===== src/rtl/bcd_cal_pkg.sv =====
`timescale 1ns/1ps
package bcd_cal_pkg;

  localparam int unsigned N_FIELDS = 7;

  // field write addresses
  localparam logic [2:0] F_SEC   = 3'd0;
  localparam logic [2:0] F_MIN   = 3'd1;
  localparam logic [2:0] F_HOUR  = 3'd2;
  localparam logic [2:0] F_DOW   = 3'd3;
  localparam logic [2:0] F_DATE  = 3'd4;
  localparam logic [2:0] F_MONTH = 3'd5;
  localparam logic [2:0] F_YEAR  = 3'd6;

  function automatic logic [7:0] bcd_inc(input logic [7:0] v);
    if (v[3:0] >= 4'd9) return {v[7:4] + 4'd1, 4'd0};
    else                return {v[7:4], v[3:0] + 4'd1};
  endfunction

  // year in BCD divisible by 4: even tens -> units 0/4/8, odd tens -> units 2/6
  function automatic logic is_leap(input logic [7:0] y);
    if (!y[4]) return (y[3:0] == 4'd0) || (y[3:0] == 4'd4) || (y[3:0] == 4'd8);
    else       return (y[3:0] == 4'd2) || (y[3:0] == 4'd6);
  endfunction

  function automatic logic [7:0] last_day(input logic [7:0] m, input logic [7:0] y);
    case (m)
      8'h02:                      return is_leap(y) ? 8'h29 : 8'h28;
      8'h04, 8'h06, 8'h09, 8'h11: return 8'h30;
      default:                    return 8'h31;
    endcase
  endfunction

endpackage


===== src/rtl/bcd_field_cnt.sv =====
`timescale 1ns/1ps
module bcd_field_cnt
  import bcd_cal_pkg::*;
#(
  parameter logic [7:0] LO   = 8'h00,
  parameter logic [7:0] RST  = 8'h00,
  parameter logic [7:0] MASK = 8'h7F
) (
  input  logic       clk_i,
  input  logic       rst_ni,
  input  logic       step_i,
  input  logic [7:0] limit_i,
  input  logic       wr_i,
  input  logic [7:0] wr_data_i,
  output logic [7:0] val_o,
  output logic       wrap_o
);

  logic [7:0] val_q;

  // >= so an out-of-range write still wraps on the next step
  assign wrap_o = step_i & ~wr_i & (val_q >= limit_i);
  assign val_o  = val_q;

  always_ff @(posedge clk_i or negedge rst_ni) begin
    if (!rst_ni)     val_q <= RST;
    else if (wr_i)   val_q <= wr_data_i & MASK;
    else if (wrap_o) val_q <= LO;
    else if (step_i) val_q <= bcd_inc(val_q);
  end

  p_bcd_digit_r2: assert property (@(posedge clk_i) disable iff (!rst_ni)
    (step_i && !wr_i && val_q < limit_i && val_q[3:0] <= 4'd9) |=> (val_q[3:0] <= 4'd9));

  p_wrap_low_r3: assert property (@(posedge clk_i) disable iff (!rst_ni)
    wrap_o |=> (val_q == LO));

endmodule


===== src/rtl/bcd_hour_cnt.sv =====
`timescale 1ns/1ps
module bcd_hour_cnt (
  input  logic       clk_i,
  input  logic       rst_ni,
  input  logic       step_i,
  input  logic       wr_i,
  input  logic [7:0] wr_data_i,
  output logic [7:0] hour_o,
  output logic       day_o
);

  logic [7:0] hour_q, hour_d;
  logic       day_c;
  logic       fmt12, pm;
  logic [3:0] units;

  assign fmt12 = hour_q[6];
  assign pm    = hour_q[5];
  assign units = hour_q[3:0];

  always_comb begin
    hour_d = hour_q;
    day_c  = 1'b0;
    if (fmt12) begin
      if (hour_q[4:0] >= 5'h12) begin
        hour_d = {2'b01, pm, 5'h01};
      end else if (hour_q[4:0] == 5'h11) begin
        hour_d = {2'b01, ~pm, 5'h12};
        day_c  = pm;                       // 11 PM -> 12 AM
      end else if (units == 4'd9) begin
        hour_d = {2'b01, pm, 1'b1, 4'd0};
      end else begin
        hour_d = {2'b01, pm, hour_q[4], units + 4'd1};
      end
    end else begin
      if (hour_q[5:0] >= 6'h23) begin
        hour_d = 8'h00;
        day_c  = 1'b1;
      end else if (units == 4'd9) begin
        hour_d = {2'b00, hour_q[5:4] + 2'd1, 4'd0};
      end else begin
        hour_d = {2'b00, hour_q[5:4], units + 4'd1};
      end
    end
  end

  assign day_o  = step_i & ~wr_i & day_c;
  assign hour_o = hour_q;

  always_ff @(posedge clk_i or negedge rst_ni) begin
    if (!rst_ni)     hour_q <= 8'h00;
    else if (wr_i)   hour_q <= wr_data_i & 8'h7F;
    else if (step_i) hour_q <= hour_d;
  end

  p_pm_toggle_r5: assert property (@(posedge clk_i) disable iff (!rst_ni)
    (step_i && !wr_i && hour_q[6] && hour_q[4:0] == 5'h11)
      |=> (hour_q[5] != $past(hour_q[5])) && (hour_q[4:0] == 5'h12));

  p_midnight_r4: assert property (@(posedge clk_i) disable iff (!rst_ni)
    day_o |=> (hour_q == 8'h00) || (hour_q == 8'h52));

endmodule


===== src/rtl/bcd_calendar.sv =====
`timescale 1ns/1ps
module bcd_calendar
  import bcd_cal_pkg::*;
#(
  parameter int unsigned TICKS_PER_SEC = 4
) (
  input  logic       clk_i,
  input  logic       rst_ni,
  input  logic       tick_i,
  input  logic       halt_i,
  input  logic       wr_en_i,
  input  logic [2:0] wr_addr_i,
  input  logic [7:0] wr_data_i,
  output logic [7:0] sec_o,
  output logic [7:0] min_o,
  output logic [7:0] hour_o,
  output logic [7:0] dow_o,
  output logic [7:0] date_o,
  output logic [7:0] month_o,
  output logic [7:0] year_o
);

  localparam int unsigned SW = (TICKS_PER_SEC > 1) ? $clog2(TICKS_PER_SEC) : 1;
  localparam logic [SW-1:0] SUB_LAST = SW'(TICKS_PER_SEC - 1);

  logic [N_FIELDS-1:0] wr_sel;
  logic [SW-1:0]       sub_q;
  logic                run, sec_step;
  logic                sec_wrap, min_wrap, day_adv, date_wrap, month_wrap;
  logic                dow_wrap, year_wrap;
  logic [7:0]          date_lim;

  for (genvar i = 0; i < N_FIELDS; i++) begin : g_wsel
    assign wr_sel[i] = wr_en_i && (wr_addr_i == 3'(i));
  end

  assign run      = tick_i & ~halt_i;
  assign sec_step = run & (sub_q == SUB_LAST);
  assign date_lim = last_day(month_o, year_o);

  always_ff @(posedge clk_i or negedge rst_ni) begin
    if (!rst_ni)             sub_q <= '0;
    else if (wr_sel[F_SEC])  sub_q <= '0;
    else if (sec_step)       sub_q <= '0;
    else if (run)            sub_q <= sub_q + SW'(1);
  end

  bcd_field_cnt #(.LO(8'h00), .RST(8'h00), .MASK(8'h7F)) u_sec (
    .clk_i, .rst_ni, .step_i(sec_step), .limit_i(8'h59), .wr_i(wr_sel[F_SEC]),
    .wr_data_i, .val_o(sec_o), .wrap_o(sec_wrap));

  bcd_field_cnt #(.LO(8'h00), .RST(8'h00), .MASK(8'h7F)) u_min (
    .clk_i, .rst_ni, .step_i(sec_wrap), .limit_i(8'h59), .wr_i(wr_sel[F_MIN]),
    .wr_data_i, .val_o(min_o), .wrap_o(min_wrap));

  bcd_hour_cnt u_hour (
    .clk_i, .rst_ni, .step_i(min_wrap), .wr_i(wr_sel[F_HOUR]),
    .wr_data_i, .hour_o, .day_o(day_adv));

  bcd_field_cnt #(.LO(8'h01), .RST(8'h01), .MASK(8'h07)) u_dow (
    .clk_i, .rst_ni, .step_i(day_adv), .limit_i(8'h07), .wr_i(wr_sel[F_DOW]),
    .wr_data_i, .val_o(dow_o), .wrap_o(dow_wrap));

  bcd_field_cnt #(.LO(8'h01), .RST(8'h01), .MASK(8'h3F)) u_date (
    .clk_i, .rst_ni, .step_i(day_adv), .limit_i(date_lim), .wr_i(wr_sel[F_DATE]),
    .wr_data_i, .val_o(date_o), .wrap_o(date_wrap));

  bcd_field_cnt #(.LO(8'h01), .RST(8'h01), .MASK(8'h1F)) u_month (
    .clk_i, .rst_ni, .step_i(date_wrap), .limit_i(8'h12), .wr_i(wr_sel[F_MONTH]),
    .wr_data_i, .val_o(month_o), .wrap_o(month_wrap));

  bcd_field_cnt #(.LO(8'h00), .RST(8'h00), .MASK(8'hFF)) u_year (
    .clk_i, .rst_ni, .step_i(month_wrap), .limit_i(8'h99), .wr_i(wr_sel[F_YEAR]),
    .wr_data_i, .val_o(year_o), .wrap_o(year_wrap));

  p_halt_r10: assert property (@(posedge clk_i) disable iff (!rst_ni)
    (halt_i && !wr_en_i) |=> $stable(sec_o) && $stable(min_o) && $stable(hour_o)
                          && $stable(date_o) && $stable(month_o) && $stable(year_o));

  p_date_wrap_r6: assert property (@(posedge clk_i) disable iff (!rst_ni)
    (day_adv && !wr_en_i && date_o == date_lim) |=> (date_o == 8'h01));

  p_dow_wrap_r9: assert property (@(posedge clk_i) disable iff (!rst_ni)
    (day_adv && !wr_en_i && dow_o == 8'h07) |=> (dow_o == 8'h01));

  p_sec_write_r12: assert property (@(posedge clk_i) disable iff (!rst_ni)
    wr_sel[F_SEC] |=> (sec_o == ($past(wr_data_i) & 8'h7F)));

  p_year_wrap_r8: assert property (@(posedge clk_i) disable iff (!rst_ni)
    year_wrap |=> (year_o == 8'h00));

endmodule


===== config.mk =====
export PLATFORM = sky130hd
export DESIGN_NAME = bcd_calendar
export DESIGN_NICKNAME = d
export VERILOG_FILES = /design/src/rtl/bcd_cal_pkg.sv /design/src/rtl/bcd_field_cnt.sv /design/src/rtl/bcd_hour_cnt.sv /design/src/rtl/bcd_calendar.sv
export SDC_FILE = /design/constraint.sdc
export NUM_CORES = 1
export LEC_CHECK = 0
export BUFFER_PORTS_ARGS = -buffer_cell sky130_fd_sc_hd__buf_2
export CAP_MARGIN = 5
export CORE_MARGIN = 5
export CORE_UTILIZATION = 25
export DETAILED_ROUTE_END_ITERATION = 7
export GPL_ROUTABILITY_DRIVEN = 1
export HOLD_SLACK_MARGIN = 0.1
export MAX_ROUTING_LAYER = met4
export SYNTH_ARGS = -nofsm -noshare
export SYNTH_HDL_FRONTEND = slang
export SYNTH_SLANG_ARGS = --single-unit

===== constraint.sdc =====
create_clock -name clk_i -period 6.4 [get_ports clk_i]
set_input_delay 1.28 -clock clk_i [delete_from_list [all_inputs] [get_ports clk_i]]
set_output_delay 1.28 -clock clk_i [all_outputs]
set_load 0.01 [all_outputs]

# Word level (Yosys, flattened, before mapping)
# Cells that the tools add are included.
[totals] reg_bits=58 input_bits=16 out_inout_bits=56 word_cells=170
[classes] add_sub_neg=15 n_lt_le_gt_ge=14 eq_ne=21 mux=43 bitwise=25 reduce_logical=36
[op_table] cell="two-way mux 8 bit" count=30
[op_table] cell="adder 4 x 1 -> 4 bit, second input constant" count=13
[op_table] cell="nonzero test 3 bit" count=13
[op_table] cell="greater-or-equal comparator 4 bit, second input constant" count=6
[op_table] cell="bitwise AND 1 bit" count=16
[op_table] cell="equality test 8 x 3 -> 1 bit, second input constant" count=2
[op_table] cell="greater-or-equal comparator 8 x 7 -> 1 bit, second input constant" count=2
[op_table] cell="AND reduction 2 bit" count=6
[op_table] cell="one-hot mux 5 bit (2 select lines)" count=1
[op_table] cell="equality test 3 bit, second input constant" count=3
[op_table] cell="NOT 1 bit" count=9
[op_table] cell="equality test 4 x 3 -> 1 bit, second input constant" count=2
[op_table] cell="equality test 4 bit, second input constant" count=2
[op_table] cell="equality test 8 x 2 -> 1 bit, second input constant" count=1
[op_table] cell="equality test 8 x 4 -> 1 bit, second input constant" count=1
[op_table] cell="equality test 8 x 5 -> 1 bit, second input constant" count=1
[op_table] cell="greater-or-equal comparator 8 x 3 -> 1 bit, second input constant" count=1
[op_table] cell="greater-or-equal comparator 8 x 5 -> 1 bit, second input constant" count=1
[op_table] cell="greater-or-equal comparator 8 x 6 -> 1 bit" count=1
[op_table] cell="greater-or-equal comparator 8 bit, second input constant" count=1
[op_table] cell="logical AND 1 bit" count=7
[op_table] cell="two-way mux 1 bit" count=7
[op_table] cell="equality test 3 x 2 -> 1 bit, second input constant" count=2
[op_table] cell="greater-or-equal comparator 6 bit, second input constant" count=1
[op_table] cell="19 further kinds" count=25

# Logic depth before layout (Yosys ltp)
# Gate-level depths: netlist (run 1).
[depth] ltp_word=17 depth_mapped=15 depth_no_buf=14

# Hierarchy
# A second synthesis (run 1) with hierarchy kept.
[unflattened] cells_unflattened=639 area_unflattened_um2=5480.3
[by_module_without_submodules] mod="bcd_field_cnt (u_min ...)" n_inst=2 cells_each=84 area_each_um2=758.2 seq_area_each_um2=200.2
[by_module_without_submodules] mod="bcd_field_cnt (u_year)" n_inst=1 cells_each=104 area_each_um2=842.1 seq_area_each_um2=200.2
[by_module_without_submodules] mod="bcd_field_cnt (u_date)" n_inst=1 cells_each=88 area_each_um2=755.7 seq_area_each_um2=201.4
[by_module_without_submodules] mod="bcd_field_cnt (u_dow)" n_inst=1 cells_each=84 area_each_um2=742.0 seq_area_each_um2=201.4
[by_module_without_submodules] mod="bcd_field_cnt (u_month)" n_inst=1 cells_each=86 area_each_um2=740.7 seq_area_each_um2=201.4
[by_module_without_submodules] mod="bcd_hour_cnt" n_inst=1 cells_each=74 area_each_um2=616.8 seq_area_each_um2=175.2
[by_module_without_submodules] mod="bcd_calendar" n_inst=1 cells_each=35 area_each_um2=266.5 seq_area_each_um2=50.0

# Least setup slack after synthesis (run 1)
# Ideal clock, no wire load.
[synth_path] kind="in2reg" start="in wr_en_i" end="reg u_date.val_q[3], in the netlist u_date.val_o[3]" setup_ps=82 arrival_time_ps=3374 required_ps=6318 path_slack_ps=2944 path_stages=8 path_buffers=2 cell_sequence="buf_2 nor2b_4 and3b_1 buf_2 or4_4 or3_4 or4_1 a31oi_1"
[synth_between] elab_chain_cells=12
[synth_rtl] item="start, declared" line="bcd_calendar.sv:11" text="input logic wr_en_i,"
[synth_rtl] item="logical AND 1 bit" line="bcd_calendar.sv:34" text="assign wr_sel[i] = wr_en_i && (wr_addr_i == 3'(i));"
[synth_rtl] item="NOT 1 bit" line="bcd_field_cnt.sv:22" text="assign wrap_o = step_i & ~wr_i & (val_q >= limit_i);"
[synth_rtl] item="bitwise AND 1 bit (4 in a row)" line="bcd_field_cnt.sv:22"
[synth_rtl] item="bitwise AND 1 bit (2 in a row)" line="bcd_hour_cnt.sv:47" text="assign day_o = step_i & ~wr_i & day_c;"
[synth_rtl] item="bitwise AND 1 bit (2 in a row)" line="bcd_field_cnt.sv:22"
[synth_rtl] item="two-way mux 8 bit" line="bcd_field_cnt.sv:28" text="else if (wrap_o) val_q <= LO;"
[synth_rtl] item="two-way mux 8 bit" line="bcd_field_cnt.sv:27" text="else if (wr_i) val_q <= wr_data_i & MASK;"
[synth_rtl] item="end signal, assigned" line="bcd_field_cnt.sv:27"
[synth_rtl] item="end signal, assigned" line="bcd_field_cnt.sv:29" text="else if (step_i) val_q <= bcd_inc(val_q);"
[synth_rtl] item="end, declared" line="bcd_field_cnt.sv:19" text="logic [7:0] val_q;"
# Parallel ways exist; a longest one is shown, timed or not.
# A chain may end at the register's enable or synchronous reset.

# Worst setup path after layout (run 1)
[layout_path] start="reg u_month.val_q[2], in the netlist u_month.val_o[2]" end="reg u_date.val_q[4], in the netlist u_date.val_o[4]"
[layout_between] elab_chain_cells=7
[layout_rtl] item="start, declared" line="bcd_field_cnt.sv:19"
[layout_rtl] item="start signal, assigned" line="bcd_field_cnt.sv:27"
[layout_rtl] item="start signal, assigned" line="bcd_field_cnt.sv:29"
[layout_rtl] item="equality test 8 x 3 -> 1 bit, or another cell as far along" line="bcd_cal_pkg.sv:27" text="case (m)"
[layout_rtl] item="OR reduction 4 bit" line="bcd_cal_pkg.sv:27"
[layout_rtl] item="one-hot mux 5 bit (2 select lines) (*)" line="bcd_cal_pkg.sv:27"
[layout_rtl] item="greater-or-equal comparator 8 x 6 -> 1 bit (*)" line="bcd_field_cnt.sv:22"
[layout_rtl] item="bitwise AND 1 bit (*)" line="bcd_field_cnt.sv:22"
[layout_rtl] item="nonzero test 3 bit (no line) / two-way mux 8 bit (equally long branches)"
[layout_rtl] item="AND reduction 2 bit (no line) / two-way mux 8 bit (equally long branches)"
# Every way passes the cells marked *; elsewhere a longest branch is shown, timed or not.

==> results of run 1 <==
-- layout make-up --
class / instances / area share (%)
Multi-Input combinational cell: 391 / 51.32
Sequential cell: 57 / 28.16
Timing Repair Buffer: 75 / 7.637
Tap cell: 220 / 5.420
Clock buffer: 12 / 5.248
Inverter: 26 / 1.922
Clock inverter: 3 / 0.2956
-- worst paths after layout --
path,from,to,slack (ns),cells after the start
max in group asynchronous,rst_ni,u_year.val_o[6],4.78,2
max,u_month.val_o[2],u_date.val_o[4],2.55,10
max reg2reg,u_month.val_o[2],u_date.val_o[4],2.55,10
min reg2reg,sub_q[1],sub_q[1],0.54,2
min,sub_q[1],sub_q[1],0.54,2
min in group asynchronous,rst_ni,u_min.val_o[5],1.12,2
-- worst max-delay path, cell delays in order, from the launching register on --
cell,delay [ns]
dfrtp_1,0.47
nor4_1,0.47
nand3_1,0.25
nor3_1,0.23
a21oi_1,0.07
ha_1,0.27
or4b_1,0.50
a211oi_1,0.45
a21oi_1,0.30
or4_1,0.56
a31oi_1,0.18
-- registers in the layout (all words and copies together) (netlist names) --
name,count
u_sec.val_o,8
sub_q,2
u_hour.hour_o,7
u_year.val_o,8
u_dow.val_o,8
u_date.val_o,8
u_month.val_o,8
u_min.val_o,8
-- metal layers --
metal,up-vias,GRT usage (%),wire (um)
met3,17,2.897,734
li1,1971,-,-
met5,-,-,0
met2,131,19.33,5490
met4,0,2.958,182
met1,1948,20.36,6697
-- where the power goes --
| group | switching (mW) | internal, mW | leakage (nW) |
|---|---|---|---|
| logic | 0.290 | 0.218 | 1.49 |
| registers | 0.124 | 0.434 | 0.695 |
| clock network | 0.173 | 0.289 | 0.144 |
-- through the flow --
| step | area, um^2 | instances | hold slack [ns] |
|---|---|---|---|
| 6_report | 5079 | 784 | 0.5393 |
| 5_1_grt | 5079 | 784 | 0.5677 |
| 4_1_cts | 5079 | 784 | 0.5447 |
| 3_5_place_dp | 4797 | 769 | 0.5291 |
| 3_3_place_gp | 4797 | 769 | 0.5222 |
| 2_1_floorplan | 4240 | 499 | 0.4934 |
-- synth_stat cells, types with 3 or more instances --
master    number  area, um^2
mux2i_1        5       50.05
nand3_1       16       80.08
ha_1          40       500.5
o21a_1         4       30.03
and4b_1        3       30.03
a22o_1         3       26.28
o21ai_0       36       180.2
clkbuf_1      16       60.06
o211ai_1       6       45.04
a22oi_1        4       30.03
nor3b_1        3       22.52
a31oi_1       20       125.1
buf_2          6       30.03
o22ai_1        3       18.77
nand2_1       53       198.9
a32oi_1        3       26.28
o31ai_1        4       30.03
a21oi_1       26       130.1
dfstp_2        3       78.83
nor3_1        14       70.07
and3b_1        3       26.28
and2_1         5       31.28
nand4b_1       4       35.03
nor2b_1        3       18.77
nand2b_1       7       43.79
nor2_1        36       135.1
or4_1          3       22.52
nor4_1         5       31.28
nand3b_1       3       22.52
dfrtp_1       54        1351
or3_1          5       31.28
a21o_1         5       37.54
a41oi_1        3       26.28
and3_1        10       62.56
inv_1         26       97.59
a21boi_0       5       37.54
o21ai_1        4       20.02
a211oi_1       3       22.52
nand4_1        4       25.02
a211o_1        4       35.03
-- logic make-up (layout without fill, tap and decap cells) --
| kind of cell | count (synthesis) | in the layout | synth area share [%] |
|---|---|---|---|
| AND/OR/NAND/NOR | 191 | 191 | 24.43 |
| AO/OA/AOI/OAI | 153 | 153 | 23.69 |
| flip-flops | 57 | 57 | 33.73 |
| buffers and inverters | 51 | 116 | 4.810 |
| adder cells (fa/ha/maj) | 40 | 40 | 11.80 |
| multiplexers | 6 | 6 | 1.446 |
| other | 1 | 1 | 0.08844 |
==> results.yml, run 1 <==
final_layout:
  fillCellCount: 1773
  seqCellArea_mm2: 0.001430
  final_util_pct: 30.62
  final_cell_mix: "buf_2 (70), dfrtp_1 (54), nand2_1 (53), ha_1 (40)"
  final_common_cell: "buf_2"
  final_nets: 616
  drive_gt1_share_pct: 18.44
  multi_input_area_mm2: 0.002606
  areaGrowthSynthToFinish_pct: 19.77
  num_antenna_cells: 0
synthesis:
  ys_types: 73
  synth-edff-count: 0
  synth_nets: 555
  ys_seq_area_share_pct: 33.73
  syn_area_per_cell_um2: 8.498
  synthesis.area_mm2: 0.004240
  synth-main-ff-cell: "dfrtp_1"
  ys_warn_count: 0
  syn_inst: 499
  async_flop_share_pct: 100.0
  synth-seq-cells: 57
power:
  p_per_area_mw_per_mm2: 301.0
  leakagePower_nw: 2.330
  peakVddDrop_uv: 131.0
  power_mw: 1.529
routing:
  drc: 0
  drt_iter0_markers: 351
  wl_um: 13100
  vias_per_cell: 5.188
  avgRoutedWirePerCell_um: 16.71
  num_vias: 4067
  drtPass1Iterations: 5
  ant_nets: 0
sta:
  min_period_ns: 3.845
  relSlewSlack_pct: 46.89
  post-route-period-util_pct: 60.08
  fmax_mhz: 260.1
  tightest_slew_ns: 0.7947
  fin_ws_ns: 2.555
  finalMaxSlewViolations: 0
  setup_tns_ns: 0
  fin_worst_skew_ns: 0.009348
  rsz0062_at_grt: "no"
  setup_violations: 0
  hold_violations: 0
clocking:
  insertion_delay_ns: 0.34
  cts_tree: "built"
  ctsHoldBuffers: 0
  cts.sinks: 57
  cts_made_buffers: 9
  post_cts_buffers: 0
  cts_buffer_depth: 2
  root_buffer: "clkbuf_16"
  clk_pin_slew_worst_paths_ns: 0.06
  h-tree-depth: 3
  cts.repair.resized: 0
placement:
  io_buffers: 70
  dp_hpwl_um: 9633
  dpl_worst_slack_ns: 2.382
  globalplace.congestion: 0.8730
floorplanning:
  rows: 47
  dieArea_mm2: 0.01967
  initial_core_util_pct: 25.57
  die_h_um: 140.2
  core-area_mm2: 0.01658
  ios: 72
  dieWidth_um: 140.2
global_routing:
  grt_overflow: 0
  grt.total_usage_pct: 13.79
  grt_pass1_wl_um: 21190
  antenna_found_initial: 0
  grt_max_degree: 58
  grt_pass1_vias: 3785
worst_hold_path:
  hold_class: "reg2reg"
worst_setup_path:
  crit_required_ns: 6.65
  worstSetupPathType: "reg2reg"
  worstPathArrival_ns: 4.10
  end_kind: "flip-flop"
  critical_path.max_fanout: 9
  cp-start-kind: "flip-flop"
outcome:
  status: "complete, no violations"
flow_run:
  cap_violations: 0
No activity file was read; power rests on OpenSTA's default activity.
==> inputs of run 2 (changes only) <==
- clock period: 6.4 -> 3.41 ns (I/O delays scaled with it)
==> results.yml, run 2 (synthesis gave the netlist of run 1 again) <==
sta:
  setup_tns_ns: 0
  min_period_ns: 3.369
  relSlewSlack_pct: 50.46
  finalMaxSlewViolations: 0
  fin_worst_skew_ns: 0.005377
  setup_violations: 0
  hold_violations: 0
  rsz0062_at_grt: "yes"
  fmax_mhz: 296.8
  post-route-period-util_pct: 98.80
  tightest_slew_ns: 0.7365
  fin_ws_ns: 0.04079
worst_setup_path:
  worstSetupPathType: "reg2reg"
  critical_path.max_fanout: 7
  worstPathArrival_ns: 3.62
  end_kind: "flip-flop"
  cp-start-kind: "flip-flop"
  crit_required_ns: 3.66
  r2r_cells: 12
power:
  p_clk_share_pct: 30.0
  pwr-share-seq_pct: 33.4
  switching_share_pct: 37.40
  p_per_area_mw_per_mm2: 558.5
  peakVddDrop_uv: 280.0
  p_sw_mw: 1.126
  p_int_mw: 1.884
  leakagePower_nw: 2.472
  combPwrFrac_pct: 36.6
placement:
  place_area_mm2: 0.004975
  dp_hpwl_um: 9861
  dpl_worst_slack_ns: 0.001249
  post-place-cells: 792
  io_buffers: 70
  globalplace.congestion: 0.8862
final_layout:
  final_common_cell: "buf_2"
  drive_gt1_share_pct: 24.49
  final_cells: 814
  design_area_mm2: 0.005390
  final_nets: 643
  final_cell_mix: "buf_2 (70), dfrtp_1 (54), nand2_1 (51), ha_1 (37)"
  areaGrowthSynthToFinish_pct: 27.12
  multi_input_area_mm2: 0.002699
  fillCellCount: 1767
  seqCellArea_mm2: 0.001430
clocking:
  cts_buffer_depth: 2
  insertion_delay_ns: 0.33
  cts.sinks: 57
  cts_made_buffers: 9
  h-tree-depth: 3
  cts_tree: "built"
  root_buffer: "clkbuf_16"
  clk_pin_slew_worst_paths_ns: 0.05
routing:
  drc: 0
  drt_iter0_markers: 303
  ant_nets: 0
  wl_um: 13410
  vias_per_cell: 5.075
  num_vias: 4131
  drtPass1Iterations: 5
  avgRoutedWirePerCell_um: 16.47
worst_hold_path:
  hold_class: "in2async"
flow_run:
  cap_violations: 0
global_routing:
  grt_pass1_vias: 4053
  grt_overflow: 0
  antenna_found_initial: 2
  grt.total_usage_pct: 13.72
  grt_max_degree: 24
  grt_pass1_wl_um: 21310
floorplanning:
  die_h_um: 140.2
  dieArea_mm2: 0.01967
  initial_core_util_pct: 25.57
  core-area_mm2: 0.01658
  rows: 47
  dieWidth_um: 140.2
  ios: 72
outcome:
  status: "complete, no violations"
==> run 2: cell count changes in the layout (fill, tap and decap cells not counted), moves of 3 or more <==
| cell | before | now |
|---|---|---|
| ha_1 | 40 | 37 |
| buf_4 | 5 | 32 |
| ha_4 | 0 | 3 |
| clkbuf_1 | 0 | 3 |
==> run 2: worst max-delay path, cell delays in order (launching register included) <==
cell,delay [ns]
dfstp_2,0.60
ha_4,0.16
nand2_2,0.04
o22ai_1,0.15
a32oi_1,0.09
nor3_2,0.22
a21oi_1,0.09
ha_1,0.29
or4b_4,0.49
a211oi_4,0.36
a21oi_4,0.13
or4_1,0.49
a31oi_1,0.17
==> run 2: what timing repair did <==
| item | CTS | global route |
|---|---|---|
| endpoints found under the setup margin | 3 | 21 |
| hold buffers | 0 | 0 |
| gates resized for setup | 2 | 21 |
| setup buffers | 0 | 5 |
| pin swaps | 0 | 18 |
==> run 2: path summary, 6_finish.rpt <==
kind                                  start               end  slack (ns)
setup / recovery           u_month.val_o[0]   u_date.val_o[4]        0.04
hold / removal                       rst_ni    u_dow.val_o[3]        0.35
max in group asynchronous            rst_ni  u_month.val_o[0]        2.29
min in group clk_i           u_sec.val_o[7]    u_sec.val_o[7]        0.51
setup reg to reg           u_month.val_o[0]   u_date.val_o[4]        0.04
hold reg to reg              u_sec.val_o[7]    u_sec.val_o[7]        0.51
==> run 2: through the flow <==
step           hold WS, ns  total power [mW]  utilization [%]
2_1_floorplan       0.3864             1.645                -
6_report            0.3484             3.010            32.50
4_1_cts             0.3579             2.986            31.78
5_1_grt             0.3875             3.225            32.50
3_5_place_dp        0.5047             2.066            30.00
3_3_place_gp        0.5041             2.053            30.00
==> run 2: cell type report <==
cell class	count	area share (%)
multi-input cells	391	50.07
well taps	220	5.107
flip-flops and latches	57	26.53
clock buffers	13	4.643
clock inverters	3	0.7428
inverters	26	1.857
diodes	2	0.09285
repair buffers	102	10.96
==> run 2: metal layers <==
| layer | global-route usage [%] | vias to the layer above | routed length, um |
|---|---|---|---|
| li1 | - | 2027 | - |
| met1 | 18.52 | 1967 | 6402 |
| met2 | 20.74 | 124 | 5986 |
| met3 | 3.476 | 13 | 888 |
| met4 | 3.162 | 0 | 129 |
| met5 | - | - | 0 |
==> run 2: power groups by stage <==
stage | sequential, mW | combinational (mW) | clock (mW)
floorplan | 1.04 | 0.607 | 0
global placement | 1.01 | 1.04 | 0
detailed placement | 1.01 | 1.06 | 0
CTS | 0.999 | 1.07 | 0.922
global route | 1.03 | 1.24 | 0.951
finish | 1.01 | 1.10 | 0.903
==> inputs of run 3 (changes only) <==
- clock period: 3.41 -> 3.61 ns (I/O delays scaled with it)
==> results.yml, run 3 (synthesis gave the netlist of run 1 again) <==
outcome:
  status: "complete, no violations"
worst_hold_path:
  holdPathEnd: "u_sec.val_o[7]"
  hold_class: "reg2reg"
  holdCritStartpoint: "u_sec.val_o[7]"
  whs_path_depth: 1
clocking:
  cts_buffer_depth: 2
  root_buffer: "clkbuf_16"
  h-tree-depth: 3
  cts_tree: "built"
  cts_made_buffers: 9
  clk_pin_slew_worst_paths_ns: 0.06
  cts.sinks: 57
  ctsHoldBuffers: 0
  insertion_delay_ns: 0.34
worst_setup_path:
  regToRegStartpoint: "u_month.val_o[0]"
  worstSetupPathType: "reg2reg"
  critPathBufInv: 2
  worstPathArrival_ns: 3.74
  crit_chain: "inv_2 -> ha_1 -> nor2_1 -> o22ai_1 -> a32oi_1 -> nor3_2 -> a21oi_1 -> ha_1 -> or4b_4 -> a211oi_4 -> buf_6 -> a21oi_4 -> or4_1 -> a31oi_1"
  cpPeakStageDelay_ns: 0.54
  end_kind: "flip-flop"
  crit_family: "simple AND/OR/NAND/NOR gates"
  r2r-end: "u_date.val_o[3]"
  cp_slowest_cell: "dfstp_2"
  r2r_cells: 14
  cp-start-kind: "flip-flop"
  reg2reg_setup_slack_ns: 0.12
  critical_path.max_fanout: 7
  crit_top_cell: "ha_1"
  crit_required_ns: 3.86
sta:
  hold_violations: 0
  min_period_ns: 3.491
  setup_tns_ns: 0
  rsz0062_at_grt: "yes"
  fmax_mhz: 286.5
  relSlewSlack_pct: 36.64
  post-route-period-util_pct: 96.70
  setup_violations: 0
  fin_worst_skew_ns: 0.01297
  finalMaxSlewViolations: 0
  tightest_slew_ns: 0.9503
placement:
  io_buffers: 70
  post-place-cells: 785
  dp_hpwl_um: 9709
  globalplace.congestion: 0.8340
routing:
  drt_iter0_markers: 290
  num_vias: 4112
  ant_nets: 0
  vias_per_cell: 5.114
  wl_um: 13120
  drtPass1Iterations: 5
  drc: 0
  avgRoutedWirePerCell_um: 16.31
flow_run:
  cap_violations: 0
global_routing:
  grt.total_usage_pct: 13.64
  grt_max_degree: 41
  grt_pass1_vias: 3805
  grt_pass1_wl_um: 20880
  antenna_found_initial: 2
  grt_overflow: 0
floorplanning:
  rows: 47
  core-area_mm2: 0.01658
  dieArea_mm2: 0.01967
  initial_core_util_pct: 25.57
  ios: 72
  dieWidth_um: 140.2
  die_h_um: 140.2
final_layout:
  final_nets: 633
  final_cells: 804
  drive_gt1_share_pct: 21.82
  final_common_cell: "buf_2"
  final_cell_mix: "buf_2 (70), dfrtp_1 (54), nand2_1 (53), ha_1 (39)"
  areaGrowthSynthToFinish_pct: 23.75
power:
  peakVddDrop_uv: 263.7
  leakagePower_nw: 2.413
  power_mw: 2.716
  p_per_area_mw_per_mm2: 517.6
run 3: cell count changes in the layout (fill, tap and decap cells not counted), sizes merged:
cell      previous run  this run
bufinv               1         0
clkinvlp             0         1
buf                102        92
run 3: cell type report:
cell class | instances | area [um^2]
fillers | 1809 | 11340
clock inverters | 3 | 17.52
flip-flops and latches | 57 | 1430
well taps | 220 | 275.3
inverters | 26 | 97.59
clock buffers | 13 | 250.2
diodes | 2 | 5.005
repair buffers | 92 | 519.2
multi-input cells | 391 | 2653
run 3: what timing repair did:
item	4_1_cts	5_1_grt
gates resized for setup	2	9
pin swaps	0	4
hold endpoints to repair	0	0
buffers inserted	0	1
setup endpoints to repair	8	13
gates cloned	0	0
run 3: worst max path at each step:
| stage | endpoint | cells past startpoint | slack, ns | startpoint |
|---|---|---|---|---|
| 2_1_floorplan | u_date.val_o[3] | 13 | 0.17 | u_month.val_o[0] |
| 3_5_place_dp | u_date.val_o[3] | 10 | -0.09 | u_month.val_o[2] |
| 5_1_grt | u_date.val_o[4] | 14 | -0.03 | u_month.val_o[0] |
| 4_1_cts | u_date.val_o[4] | 13 | 0.14 | u_month.val_o[0] |
| 3_3_place_gp | u_date.val_o[3] | 13 | 0.06 | u_month.val_o[0] |
| 6_report | u_date.val_o[3] | 14 | 0.12 | u_month.val_o[0] |
run 3: worst register-to-register path: cells and delay by family, from the launching register on:
family	cells	cell delay [ns]
adder cells (fa/ha/maj)	2	0.45
AO/OA/AOI/OAI	6	1.01
flip-flops	1	0.54
AND/OR/NAND/NOR	4	1.22
buffers and inverters	2	0.20
run 3: layer usage:
metal / track usage (%) / part of all wire, % / vias up
met1: 18.55 / 47 / 1964
met3: 3.783 / 6.7 / 22
li1: - / - / 2001
met5: - / 0 / -
met4: 3.621 / 1.7 / 0
met2: 20.01 / 45 / 125
run 3: power by group:
group | leakage, nW | total [mW] | internal [mW] | switching [mW]
clock | 0.130 | 0.779 | 0.480 | 0.299
combinational | 1.59 | 0.979 | 0.422 | 0.558
sequential | 0.695 | 0.958 | 0.770 | 0.187
total | 2.41 | 2.72 | 1.67 | 1.04
run 3: stage by stage:
stage                     area, um^2  hold slack (ns)  utilization [%]  setup slack [ns]
after floorplan                 4240           0.4264                -            0.1745
after global placement          4917           0.4992            29.65           0.06157
after detailed placement        4917           0.5057            29.65          -0.08567
after CTS                       5196           0.5230            31.33            0.1398
after global routing            5248           0.5591            31.64          -0.02649
final                           5248           0.5170            31.64            0.1192
